### src/rtl/mc16_pkg.sv
package mc16_pkg;
  localparam int WORD_W   = 16;
  localparam int REG_AW   = 3;
  localparam int NUM_REGS = 1 << REG_AW;
  localparam int OPC_W    = 4;
  localparam int NUM_OPC  = 1 << OPC_W;

  localparam logic [OPC_W-1:0] OPC_BR  = 4'b0000;
  localparam logic [OPC_W-1:0] OPC_ADD = 4'b0001;
  localparam logic [OPC_W-1:0] OPC_AND = 4'b0101;
  localparam logic [OPC_W-1:0] OPC_LDR = 4'b0110;
  localparam logic [OPC_W-1:0] OPC_NOT = 4'b1001;
  localparam logic [OPC_W-1:0] OPC_JMP = 4'b1100;

  typedef enum logic [3:0] {
    PH_F_MAR, PH_F_RD, PH_F_MDR, PH_F_IR, PH_DECODE,
    PH_EVAL, PH_OP_RD, PH_OP_MDR, PH_EXEC, PH_STORE
  } phaseT;

  typedef struct packed {
    logic ldMarPc;
    logic ldMarEa;
    logic memRd;
    logic ldMdr;
    logic ldIrIncPc;
    logic ldAlu;
    logic ldTgt;
    logic wrRegAlu;
    logic wrRegMdr;
    logic pcJmp;
    logic pcBr;
  } ctrlT;
endpackage

### src/rtl/mc16_regfile.sv
module mc16_regfile #(
  parameter int W  = 16,
  parameter int AW = 3
) (
  input  logic          clk,
  input  logic          rstN,
  input  logic          we,
  input  logic [AW-1:0] wAddr,
  input  logic [W-1:0]  wData,
  input  logic [AW-1:0] rAddrA,
  output logic [W-1:0]  rDataA,
  input  logic [AW-1:0] rAddrB,
  output logic [W-1:0]  rDataB
);
  localparam int N = 1 << AW;

  logic [W-1:0] regs [N];

  for (genvar i = 0; i < N; i++) begin : g_entry
    always_ff @(posedge clk) begin
      if (!rstN)                                    regs[i] <= '0;
      else if (we && (wAddr == AW'(i)))             regs[i] <= wData;
    end
  end

  assign rDataA = regs[rAddrA];
  assign rDataB = regs[rAddrB];
endmodule

### src/rtl/mc16_datapath.sv
module mc16_datapath
  import mc16_pkg::*;
#(
  parameter logic [WORD_W-1:0] RESET_PC = 16'h3000
) (
  input  logic                 clk,
  input  logic                 rstN,
  input  logic                 en,
  input  ctrlT                 ctrl,
  input  logic [WORD_W-1:0]    memRdata,
  output logic [WORD_W-1:0]    memAddr,
  output logic [NUM_OPC-1:0]   opHot
);
  logic [WORD_W-1:0] pc, ir, mar, mdr, aluQ;
  logic [2:0]        cc;           // {n, z, p}
  logic [WORD_W-1:0] srcA, srcB, wData, aluNext, sext6, sext9;
  logic              regWe, taken;

  assign sext6 = {{(WORD_W-6){ir[5]}}, ir[5:0]};
  assign sext9 = {{(WORD_W-9){ir[8]}}, ir[8:0]};
  assign opHot = NUM_OPC'(1) << ir[WORD_W-1 -: OPC_W];

  mc16_regfile #(.W(WORD_W), .AW(REG_AW)) u_rf (
    .clk(clk), .rstN(rstN), .we(regWe), .wAddr(ir[11:9]), .wData(wData),
    .rAddrA(ir[8:6]), .rDataA(srcA), .rAddrB(ir[2:0]), .rDataB(srcB)
  );

  assign regWe = en && (ctrl.wrRegAlu || ctrl.wrRegMdr);
  assign wData = ctrl.wrRegMdr ? mdr : aluQ;
  assign taken = |(ir[11:9] & cc);

  always_comb begin
    unique case (ir[WORD_W-1 -: OPC_W])
      OPC_AND: aluNext = srcA & srcB;
      OPC_NOT: aluNext = ~srcA;
      default: aluNext = srcA + srcB;
    endcase
  end

  always_ff @(posedge clk) begin
    if (!rstN) begin
      pc   <= RESET_PC;
      ir   <= '0;
      mar  <= '0;
      mdr  <= '0;
      aluQ <= '0;
      cc   <= 3'b010;
    end else if (en) begin
      if (ctrl.ldMarPc)      mar <= pc;
      else if (ctrl.ldMarEa) mar <= srcA + sext6;
      if (ctrl.ldMdr)        mdr <= memRdata;
      if (ctrl.ldIrIncPc) begin
        ir <= mdr;
        pc <= pc + 1'b1;
      end else if (ctrl.pcJmp) begin
        pc <= srcA;
      end else if (ctrl.pcBr && taken) begin
        pc <= aluQ;
      end
      if (ctrl.ldAlu)        aluQ <= aluNext;
      else if (ctrl.ldTgt)   aluQ <= pc + sext9;
      if (regWe)             cc <= {wData[WORD_W-1], wData == '0,
                                    !wData[WORD_W-1] && (wData != '0)};
    end
  end

  assign memAddr = mar;


  cc_single_flag_chk: assert property (@(posedge clk) disable iff (!rstN)
    $countones(cc) == 1);


  cc_hold_chk: assert property (@(posedge clk) disable iff (!rstN)
    !regWe |=> $stable(cc));


  pc_step_chk: assert property (@(posedge clk) disable iff (!rstN)
    (en && ctrl.ldIrIncPc) |=> pc == $past(pc) + 16'd1);


  ir_hold_chk: assert property (@(posedge clk) disable iff (!rstN)
    !(en && ctrl.ldIrIncPc) |=> $stable(ir));
endmodule

### src/rtl/mc16_control.sv
module mc16_control
  import mc16_pkg::*;
(
  input  logic               clk,
  input  logic               rstN,
  input  logic               en,
  input  logic [NUM_OPC-1:0] opHot,
  output ctrlT               ctrl
);
  localparam logic [NUM_OPC-1:0] KNOWN =
    (NUM_OPC'(1) << OPC_BR)  | (NUM_OPC'(1) << OPC_ADD) | (NUM_OPC'(1) << OPC_AND) |
    (NUM_OPC'(1) << OPC_LDR) | (NUM_OPC'(1) << OPC_NOT) | (NUM_OPC'(1) << OPC_JMP);

  phaseT state, nextState;
  logic  isAlu, isLdr, isBr, isJmp, isNop;

  assign isAlu = opHot[OPC_ADD] | opHot[OPC_AND] | opHot[OPC_NOT];
  assign isLdr = opHot[OPC_LDR];
  assign isBr  = opHot[OPC_BR];
  assign isJmp = opHot[OPC_JMP];
  assign isNop = |(opHot & ~KNOWN);

  always_comb begin
    nextState = state;
    unique case (state)
      PH_F_MAR:  nextState = PH_F_RD;
      PH_F_RD:   nextState = PH_F_MDR;
      PH_F_MDR:  nextState = PH_F_IR;
      PH_F_IR:   nextState = PH_DECODE;
      PH_DECODE: begin
        if (isNop)                nextState = PH_F_MAR;
        else if (isAlu)           nextState = PH_EXEC;
        else if (isLdr || isBr)   nextState = PH_EVAL;
        else if (isJmp)           nextState = PH_STORE;
        else                      nextState = PH_F_MAR;
      end
      PH_EVAL:   nextState = isLdr ? PH_OP_RD : PH_STORE;
      PH_OP_RD:  nextState = PH_OP_MDR;
      PH_OP_MDR: nextState = PH_STORE;
      PH_EXEC:   nextState = PH_STORE;
      PH_STORE:  nextState = PH_F_MAR;
      default:   nextState = PH_F_MAR;
    endcase
  end

  always_ff @(posedge clk) begin
    if (!rstN)   state <= PH_F_MAR;
    else if (en) state <= nextState;
  end

  always_comb begin
    ctrl           = '0;
    ctrl.ldMarPc   = (state == PH_F_MAR);
    ctrl.memRd     = (state == PH_F_RD) || (state == PH_OP_RD);
    ctrl.ldMdr     = (state == PH_F_MDR) || (state == PH_OP_MDR);
    ctrl.ldIrIncPc = (state == PH_F_IR);
    ctrl.ldMarEa   = (state == PH_EVAL) && isLdr;
    ctrl.ldTgt     = (state == PH_EVAL) && isBr;
    ctrl.ldAlu     = (state == PH_EXEC);
    ctrl.wrRegAlu  = (state == PH_STORE) && isAlu;
    ctrl.wrRegMdr  = (state == PH_STORE) && isLdr;
    ctrl.pcJmp     = (state == PH_STORE) && isJmp;
    ctrl.pcBr      = (state == PH_STORE) && isBr;
  end


  stall_freeze_chk: assert property (@(posedge clk) disable iff (!rstN)
    !en |=> $stable(state));


  read_then_capture_chk: assert property (@(posedge clk) disable iff (!rstN)
    (en && ctrl.memRd) |=> ctrl.ldMdr);


  one_writer_chk: assert property (@(posedge clk) disable iff (!rstN)
    $onehot0({ctrl.ldIrIncPc, ctrl.wrRegAlu, ctrl.wrRegMdr, ctrl.pcJmp, ctrl.pcBr}));
endmodule

### src/rtl/mc16_core.sv
module mc16_core
  import mc16_pkg::*;
#(
  parameter logic [15:0] RESET_PC = 16'h3000
) (
  input  logic        clk,
  input  logic        rstN,
  input  logic        clkEn,
  output logic [15:0] memAddr,
  output logic        memRead,
  input  logic [15:0] memRdata
);
  ctrlT               ctrl;
  logic [NUM_OPC-1:0] opHot;

  mc16_control u_ctrl (
    .clk(clk), .rstN(rstN), .en(clkEn), .opHot(opHot), .ctrl(ctrl)
  );

  mc16_datapath #(.RESET_PC(RESET_PC)) u_dp (
    .clk(clk), .rstN(rstN), .en(clkEn), .ctrl(ctrl),
    .memRdata(memRdata), .memAddr(memAddr), .opHot(opHot)
  );

  assign memRead = ctrl.memRd && clkEn && rstN;


  no_read_stalled_chk: assert property (@(posedge clk) disable iff (!rstN)
    !clkEn |-> !memRead);
endmodule

### config.mk
export PLATFORM = sky130hd
export DESIGN_NAME = mc16_core
export DESIGN_NICKNAME = d
export VERILOG_FILES = /design/src/rtl/mc16_pkg.sv /design/src/rtl/mc16_regfile.sv /design/src/rtl/mc16_datapath.sv /design/src/rtl/mc16_control.sv /design/src/rtl/mc16_core.sv
export SDC_FILE = /design/constraint.sdc
export NUM_CORES = 1
export LEC_CHECK = 0
export BUFFER_PORTS_ARGS = -buffer_cell sky130_fd_sc_hd__buf_2
export CAP_MARGIN = 15
export CELL_PAD_IN_SITES_DETAIL_PLACEMENT = 0
export CELL_PAD_IN_SITES_GLOBAL_PLACEMENT = 1
export CORE_UTILIZATION = 55
export CTS_CLUSTER_DIAMETER = 100
export CTS_CLUSTER_SIZE = 40
export DETAILED_ROUTE_END_ITERATION = 10
export PLACE_DENSITY_LB_ADDON = 0.1
export RECOVER_POWER = 25
export SLEW_MARGIN = 40
export SYNTH_ARGS = -nofsm -noshare
export SYNTH_HDL_FRONTEND = slang
export SYNTH_SLANG_ARGS = --single-unit
### constraint.sdc
create_clock -name clk -period 10.25 [get_ports clk]
set_clock_uncertainty 0.2 [all_clocks]
set_input_delay 2.05 -clock clk [delete_from_list [all_inputs] [get_ports clk]]
set_output_delay 2.05 -clock clk [all_outputs]
set_load 0.02 [all_outputs]
==> summary.md, run 1 <==
| Metric | Value |
|---|---|
| Vias in the first global route | `10100` |
| Initial core utilization | `56.8%` |
| Max-cap violations | `2` |
| RSZ-0062 raised after global routing | `false` |
| Gr ovfl total | `0` |
| R2R cell count | `12` |
| Nets | `1381` |
| Row count | `56` |
| Area of the mapped netlist | `0.0135 mm2` |
| Pins Over Slew Limit | `102` |
| Die width | `159 um` |
| Warning count from the yosys run | `0` |
| Sequential share of the synthesized area | `42.3%` |
| Initial antenna violation count | `0` |
| Final hold vios | `0` |
| Critical path capture point type | `output port` |
| Worst-path clk slew | `110 ps` |
| Hpwl dp | `27.0 mm` |
| EDFF count, synth | `128` |
| Ys flop type | `edfxtp_1` |
| Worst hold path type | `flop to flop` |
| DRT iter0 DRCs | `1076` |
| Layout area overhead | `5.39%` |
| Port Buffers | `35` |
| Antenna diode count | `0` |
| Yosys cell types | `85` |
| Worst path max stage delay | `1700 ps` |
| CP startpoint kind | `input port` |
| Worst EP required | `8000 ps` |
| Slew HR | `-87.3%` |
| Crit path max-delay family | `buffers and inverters` |
| H-tree levels | `1` |
| Pin count of the biggest net entering global routing | `54` |
| Die ar. | `0.0252 mm2` |
| Crit-path slowest cell | `clkbuf_1` |
| Total Routing Usage GR | `31.8%` |
| Clock buffer depth | `3` |
| Hold WS | `305 ps` |
| Clock Sinks | `221` |
| Post-synth ARST share | `0%` |
| Final Worst Setup Slack | `3100 ps` |
| Min Clock Period, post-route | `7150 ps` |
| TritonCTS clock tree | `yes` |
| Area occupied by multi-input gates | `0.00731 mm2` |
| Drt wl/cell | `23.8 um` |
| Final setup violating endpoints | `0` |
| Flops & latches, synth | `221` |
| Post-route ant nets | `0` |
| CP dominant cell by count | `buf_2` |
| Die Height | `159 um` |
| Hold_buf cts | `0` |
| Power Density | `120 mW/mm2` |
| Crit-path cells | `buf_2 > clkbuf_1 > nand2_1 > a211oi_1 > buf_2` |
| Max IR drop VDD | `0.139 mV` |
| Via Count | `10600` |
| CP max FO | `47` |
| First-pass GRT wire length | `59.1 mm` |
| Mapped Avg Cell Area | `10.2 um2` |
| # DRC | `0` |
| Latest clock arrival within the worst-skew pair | `510 ps` |
| Power consumption | `1.71 mW` |
| CTS root buf | `clkbuf_16` |
| Worst path depth | `5` |
| Cells after Synth | `1326` |
| Post-CTS Setup Repair Bufs | `0` |
| Vias/cell | `6.51` |
| Sequential cell area | `0.00571 mm2` |
| Layout Utilization | `59.8%` |
| Worst Path Buf+Inv | `3` |
| Pre-CTS setup slack | `4660 ps` |
| CTS resizes | `0` |
| Failing checks | `capacitance limit, slew limit` |
| Tightest Pin Transition | `2810 ps` |
| Final TNS setup | `0 ps` |
| WP data arrival | `4900 ps` |
| Num CTS Buffers | `11` |
| Fmax | `0.140 GHz` |
| Tcrit/Tclk final | `69.8%` |
| Run status | `complete, but fails checks` |
| Routed WL | `38.9 mm` |
| Synth Net Count | `1395` |
| Gp weighted congestion | `0.903` |
| Fillers | `2073` |
| Core area | `0.0238 mm2` |
| First-pass iteration count of the detailed router | `6` |
| WHS Path Cells | `2` |
| Leakage | `4.99 nW` |
| CP Class | `input port to output port` |
| Layout cell share with drive strength beyond 1 | `14.1%` |
| Top Ports | `36` |
==> stage by stage <==
stage | instances | area (um2)
5_1_grt | 1635 | 14200
2_1_floorplan | 1326 | 13500
4_1_cts | 1635 | 14200
3_5_place_dp | 1618 | 13900
6_report | 1635 | 14200
3_3_place_gp | 1617 | 13800
==> sequential cells by signal, summed over array words and instances (netlist names), named ones only <==
register        count
u_dp.cc             3
u_ctrl.state        4
u_dp.memAddr       16
u_dp.mdr           16
u_dp.aluQ          16
u_dp.u_rf.regs    128
u_dp.pc            16
u_dp.ir            16
==> logic make-up (layout without fill, tap and decap cells) <==
| group | after synthesis | after routing | synth area share (%) |
|---|---|---|---|
| AO/OA/AOI/OAI | 317 | 317 | 14.8 |
| adder cells (fa/ha/maj) | 50 | 50 | 4.81 |
| buffers and inverters | 109 | 99 | 3.80 |
| XOR/XNOR | 38 | 38 | 2.47 |
| multiplexers | 133 | 133 | 16.2 |
| flip-flops | 221 | 221 | 42.3 |
| AND/OR/NAND/NOR | 458 | 458 | 15.6 |
==> per-layer routing <==
layer  GRT usage, %  wire, um  share of wire (%)
met5              0         0                  0
met4           8.52       943                2.4
met3           5.55      3410                8.8
met2           50.8     17900                 46
met1           44.8     16700                 43
==> layout make-up <==
type / count / share of cell area (%)
well taps: 319 / 2.81
repair buffers: 58 / 2.28
clock inverters: 5 / 0.757
flip-flops and latches: 221 / 40.2
inverters: 24 / 0.634
clock buffers: 12 / 1.96
multi-input cells: 996 / 51.4
==> worst paths after layout <==
kind                                                   start                           end  slack (ps)
worst max-delay path                                    rstN                       memRead        3100
worst min-delay path            u_dp.memAddr[2]$_SDFFE_PN0P_  u_dp.memAddr[2]$_SDFFE_PN0P_         310
worst max register to register                          flop    u_dp.aluQ[12]$_SDFFE_PN0P_        5670
worst min register to register  u_dp.memAddr[2]$_SDFFE_PN0P_  u_dp.memAddr[2]$_SDFFE_PN0P_         310
==> cells in the mapped netlist, types with 6 or more instances <==
library cell,instances,area (um2)
o21ai_0,77,385
ha_1,47,588
buf_4,6,45.0
a211oi_1,9,67.6
mux2i_1,42,420
nor2b_1,9,56.3
nand2b_1,16,100
o22ai_1,10,62.6
nand3_1,23,115
o221ai_1,6,52.6
xnor2_1,19,166
and3_1,10,62.6
nor4_1,10,62.6
a221oi_1,8,70.1
a21o_1,18,135
clkbuf_1,50,188
o211ai_1,8,60.1
nand4_1,6,37.5
xor2_1,19,166
nor2_1,212,796
mux4_2,64,1440
edfxtp_1,128,3840
buf_2,17,85.1
nand2_1,119,447
a31oi_1,18,113
inv_1,24,90.1
o31ai_1,6,45.0
o21ai_1,8,40.0
nor3_1,12,60.1
mux2_2,23,259
buf_6,8,90.1
a21oi_1,101,505
dfxtp_1,93,1860
==> tightest hold or removal path, cell delays in order (launching register included) <==
cell and delay [ps]:
dfxtp_1 330, nor2_1 90, a311oi_1 50
==> report_power, final <==
group          switching, mW  internal (mW)
Clock                  0.336          0.221
Combinational          0.103         0.0599
Sequential            0.0225          0.963
Total                  0.461           1.24
==> cells in the final DEF (no fill, tap or decap), drive strengths merged, types with 5 or more instances in the layout <==
cell type  synthesis  final
nor2             214    214
edfxtp           128    128
nand2            120    120
a21oi            101    101
dfxtp             93     93
o21ai             85     85
mux4              64     64
ha                47     47
mux2i             45     45
buf               35     40
clkbuf            50     30
inv               24     26
mux2              24     24
nand3             23     23
xnor2             19     19
xor2              19     19
a21o              18     18
a31oi             18     18
nand2b            17     17
nor3              17     17
nor4              11     11
a221oi            11     11
o22ai             10     10
and3              10     10
a211oi             9      9
nor2b              9      9
o211ai             8      8
nand4              6      6
o221ai             6      6
a41oi              6      6
o31ai              6      6
o2111ai            5      5
Note: power is estimated with default switching activity, not from simulation.
==> run 2, diff against run 1 <==
--- a/config.mk
+++ b/config.mk
@@ -9,7 +9,7 @@
 export CAP_MARGIN = 15
 export CELL_PAD_IN_SITES_DETAIL_PLACEMENT = 0
 export CELL_PAD_IN_SITES_GLOBAL_PLACEMENT = 1
-export CORE_UTILIZATION = 55
+export CORE_UTILIZATION = 46
 export CTS_CLUSTER_DIAMETER = 100
 export CTS_CLUSTER_SIZE = 40
 export DETAILED_ROUTE_END_ITERATION = 10
==> constraint.sdc (replaced) <==
create_clock -name clk -period 6.2 [get_ports clk]
set_clock_uncertainty 0.2 [all_clocks]
set_input_delay 1.24 -clock clk [delete_from_list [all_inputs] [get_ports clk]]
set_output_delay 1.24 -clock clk [all_outputs]
set_load 0.02 [all_outputs]
==> run 2 against run 1 <==
Net effect: the flow still finishes with violations (capacitance limit, slew limit); first-iteration DRC count rose by 1.0%; sequential cell count is the same; critical endpoint is now u_dp.ir[1]$_SDFFE_PN0P_; clock power up 73%; critical path type is now input port to flop; largest cell class unchanged; combinational power is 70% higher; clock-buffer cell count is 1 higher; core utilization fell by 9.8 points; critical path depth unchanged; cell area increased by 1.3%; largest power group unchanged.
==> summary.md, run 2 (synthesis gave the netlist of run 1 again) <==
| Metric | Value |
|---|---|
| Post-CTS Setup Repair Bufs | `0` |
| Num CTS Buffers | `12` |
| Latest clock arrival within the worst-skew pair | `520 ps` |
| Pins Over Slew Limit | `47` |
| Die ar. | `0.0300 mm2` |
| Tcrit/Tclk final | `78.7%` |
| Clock Sinks | `221` |
| Most frequent cells in the layout | `nor2_1 (211), edfxtp_1 (128), nand2_1 (116)` |
| Design area | `0.0144 mm2` |
| Run status | `complete, but fails checks` |
| Pin count of the biggest net entering global routing | `47` |
| Pre-CTS setup slack | `2010 ps` |
| Flip-flop count of the largest register after layout | `128` |
| Gr ovfl total | `0` |
| Tightest Pin Transition | `2920 ps` |
| Core area | `0.0288 mm2` |
| WP data arrival | `5050 ps` |
| Final hold vios | `0` |
| Worst hold path type | `flop to flop` |
| Max IR drop VDD | `0.178 mV` |
| TritonCTS clock tree | `yes` |
| Worst path max stage delay | `2060 ps` |
| Crit path max-delay family | `buffers and inverters` |
| Antenna diode count | `0` |
| Gp weighted congestion | `0.907` |
| CP Class | `input port to flop` |
| R2R cell count | `11` |
| Min Clock Period, post-route | `4880 ps` |
| CTS root buf | `clkbuf_16` |
| WHS Path Cells | `2` |
| Leakage | `5.06 nW` |
| Max-cap violations | `1` |
| Via Count | `10600` |
| Power Density | `199 mW/mm2` |
| Vias in the first global route | `10300` |
| Post-DP Area | `0.0140 mm2` |
| Worst EP required | `6370 ps` |
| Cells after DPL | `1685` |
| Finished Layout Cells | `1705` |
| CP max FO | `46` |
| Min-delay src | `u_dp.ir[6]$_SDFFE_PN0P_` |
| R2R setup slack | `1900 ps` |
| Layout area overhead | `6.81%` |
| First-pass iteration count of the detailed router | `8` |
| Failing checks | `capacitance limit, slew limit` |
| RSZ-0062 raised after global routing | `false` |
| First-pass GRT wire length | `62.6 mm` |
| CP startpoint kind | `input port` |
| Layout Utilization | `50.1%` |
| Layout cell share with drive strength beyond 1 | `15.1%` |
| Nets | `1384` |
| Initial core utilization | `46.9%` |
| Worst Path Buf+Inv | `4` |
| Hpwl dp | `29.4 mm` |
| H-tree levels | `1` |
| Port Buffers | `35` |
| Commonest non-fill, non-tap cell in the layout | `nor2_1` |
| Largest register by flop count | `u_dp.u_rf.regs` |
| Slew HR | `-94.7%` |
| Top Ports | `36` |
| Worst R2R End | `u_dp.aluQ[12]$_SDFFE_PN0P_` |
| Critical path capture point type | `flop` |
| # DRC | `0` |
| Drt wl/cell | `24.3 um` |
| Fmax | `0.205 GHz` |
| Clock buffer depth | `3` |
| Hold_buf cts | `0` |
| Initial antenna violation count | `0` |
| Worst-path clk slew | `140 ps` |
| Total Routing Usage GR | `27.5%` |
| Routed WL | `41.4 mm` |
| Row count | `62` |
| Vias/cell | `6.22` |
| Final setup violating endpoints | `0` |
| Crit-path cells | `buf_2 > clkbuf_1 > inv_2 > buf_4 > a21oi_1` |
| CTS resizes | `0` |
| DRT iter0 DRCs | `1087` |
| Final TNS setup | `0 ps` |
| Post-route ant nets | `0` |
| Crit-path slowest cell | `clkbuf_1` |
| Final Worst Setup Slack | `1320 ps` |
| Die Height | `173 um` |
| Die width | `173 um` |
run 2: how the worst max path moves through the flow:
stage               startpoint                         end  slack, ps  cells after the start
floorplan                 flop  u_dp.aluQ[12]$_SDFFE_PN0P_       2230                     12
global placement          flop  u_dp.aluQ[12]$_SDFFE_PN0P_       2070                     11
detailed placement        flop  u_dp.aluQ[12]$_SDFFE_PN0P_       2010                     11
CTS                       flop  u_dp.aluQ[12]$_SDFFE_PN0P_       1970                     11
global route              rstN     u_dp.ir[1]$_SDFFE_PN0P_       1170                      5
finish                    rstN     u_dp.ir[1]$_SDFFE_PN0P_       1320                      5
run 2: worst reg2reg max path, stage by stage, from the launching register on:
cell      delay (ps)
dfxtp_1          640
buf_4            430
mux4_2           360
mux2_2           280
ha_1             250
fa_1             490
a21o_1           230
a221oi_2         330
nor2_2           140
a211o_1          340
o31a_1           300
a221oi_2         230
run 2: per-layer routing:
layer	part of all wire, %	global-route usage (%)	vias up
met1	45	39.8	5217
met2	45	43.6	411
met5	0.20	1.92	-
li1	-	-	4924
met4	2.9	7.85	2
met3	6.9	3.03	56
run 2: layout make-up:
cell class,instances,area [um2]
clock buffer,13,325
clock inverter,7,87.6
fill,2671,14400
inverter,24,90.1
multi-input combinational,996,7360
sequential,221,5710
tap,384,480
timing repair buffer,60,350
run 2: stage by stage:
stage | hold slack (ps) | power (mW)
floorplan | 246 | 1.84
global placement | 264 | 1.93
detailed placement | 269 | 1.94
CTS | 292 | 2.88
global route | 333 | 2.95
finish | 297 | 2.87
run 2: where the power goes:
group	switching, mW	internal [mW]	leakage, nW
Clock	0.551	0.411	0.200
Combinational	0.175	0.102	2.80
Sequential	0.0383	1.59	2.07
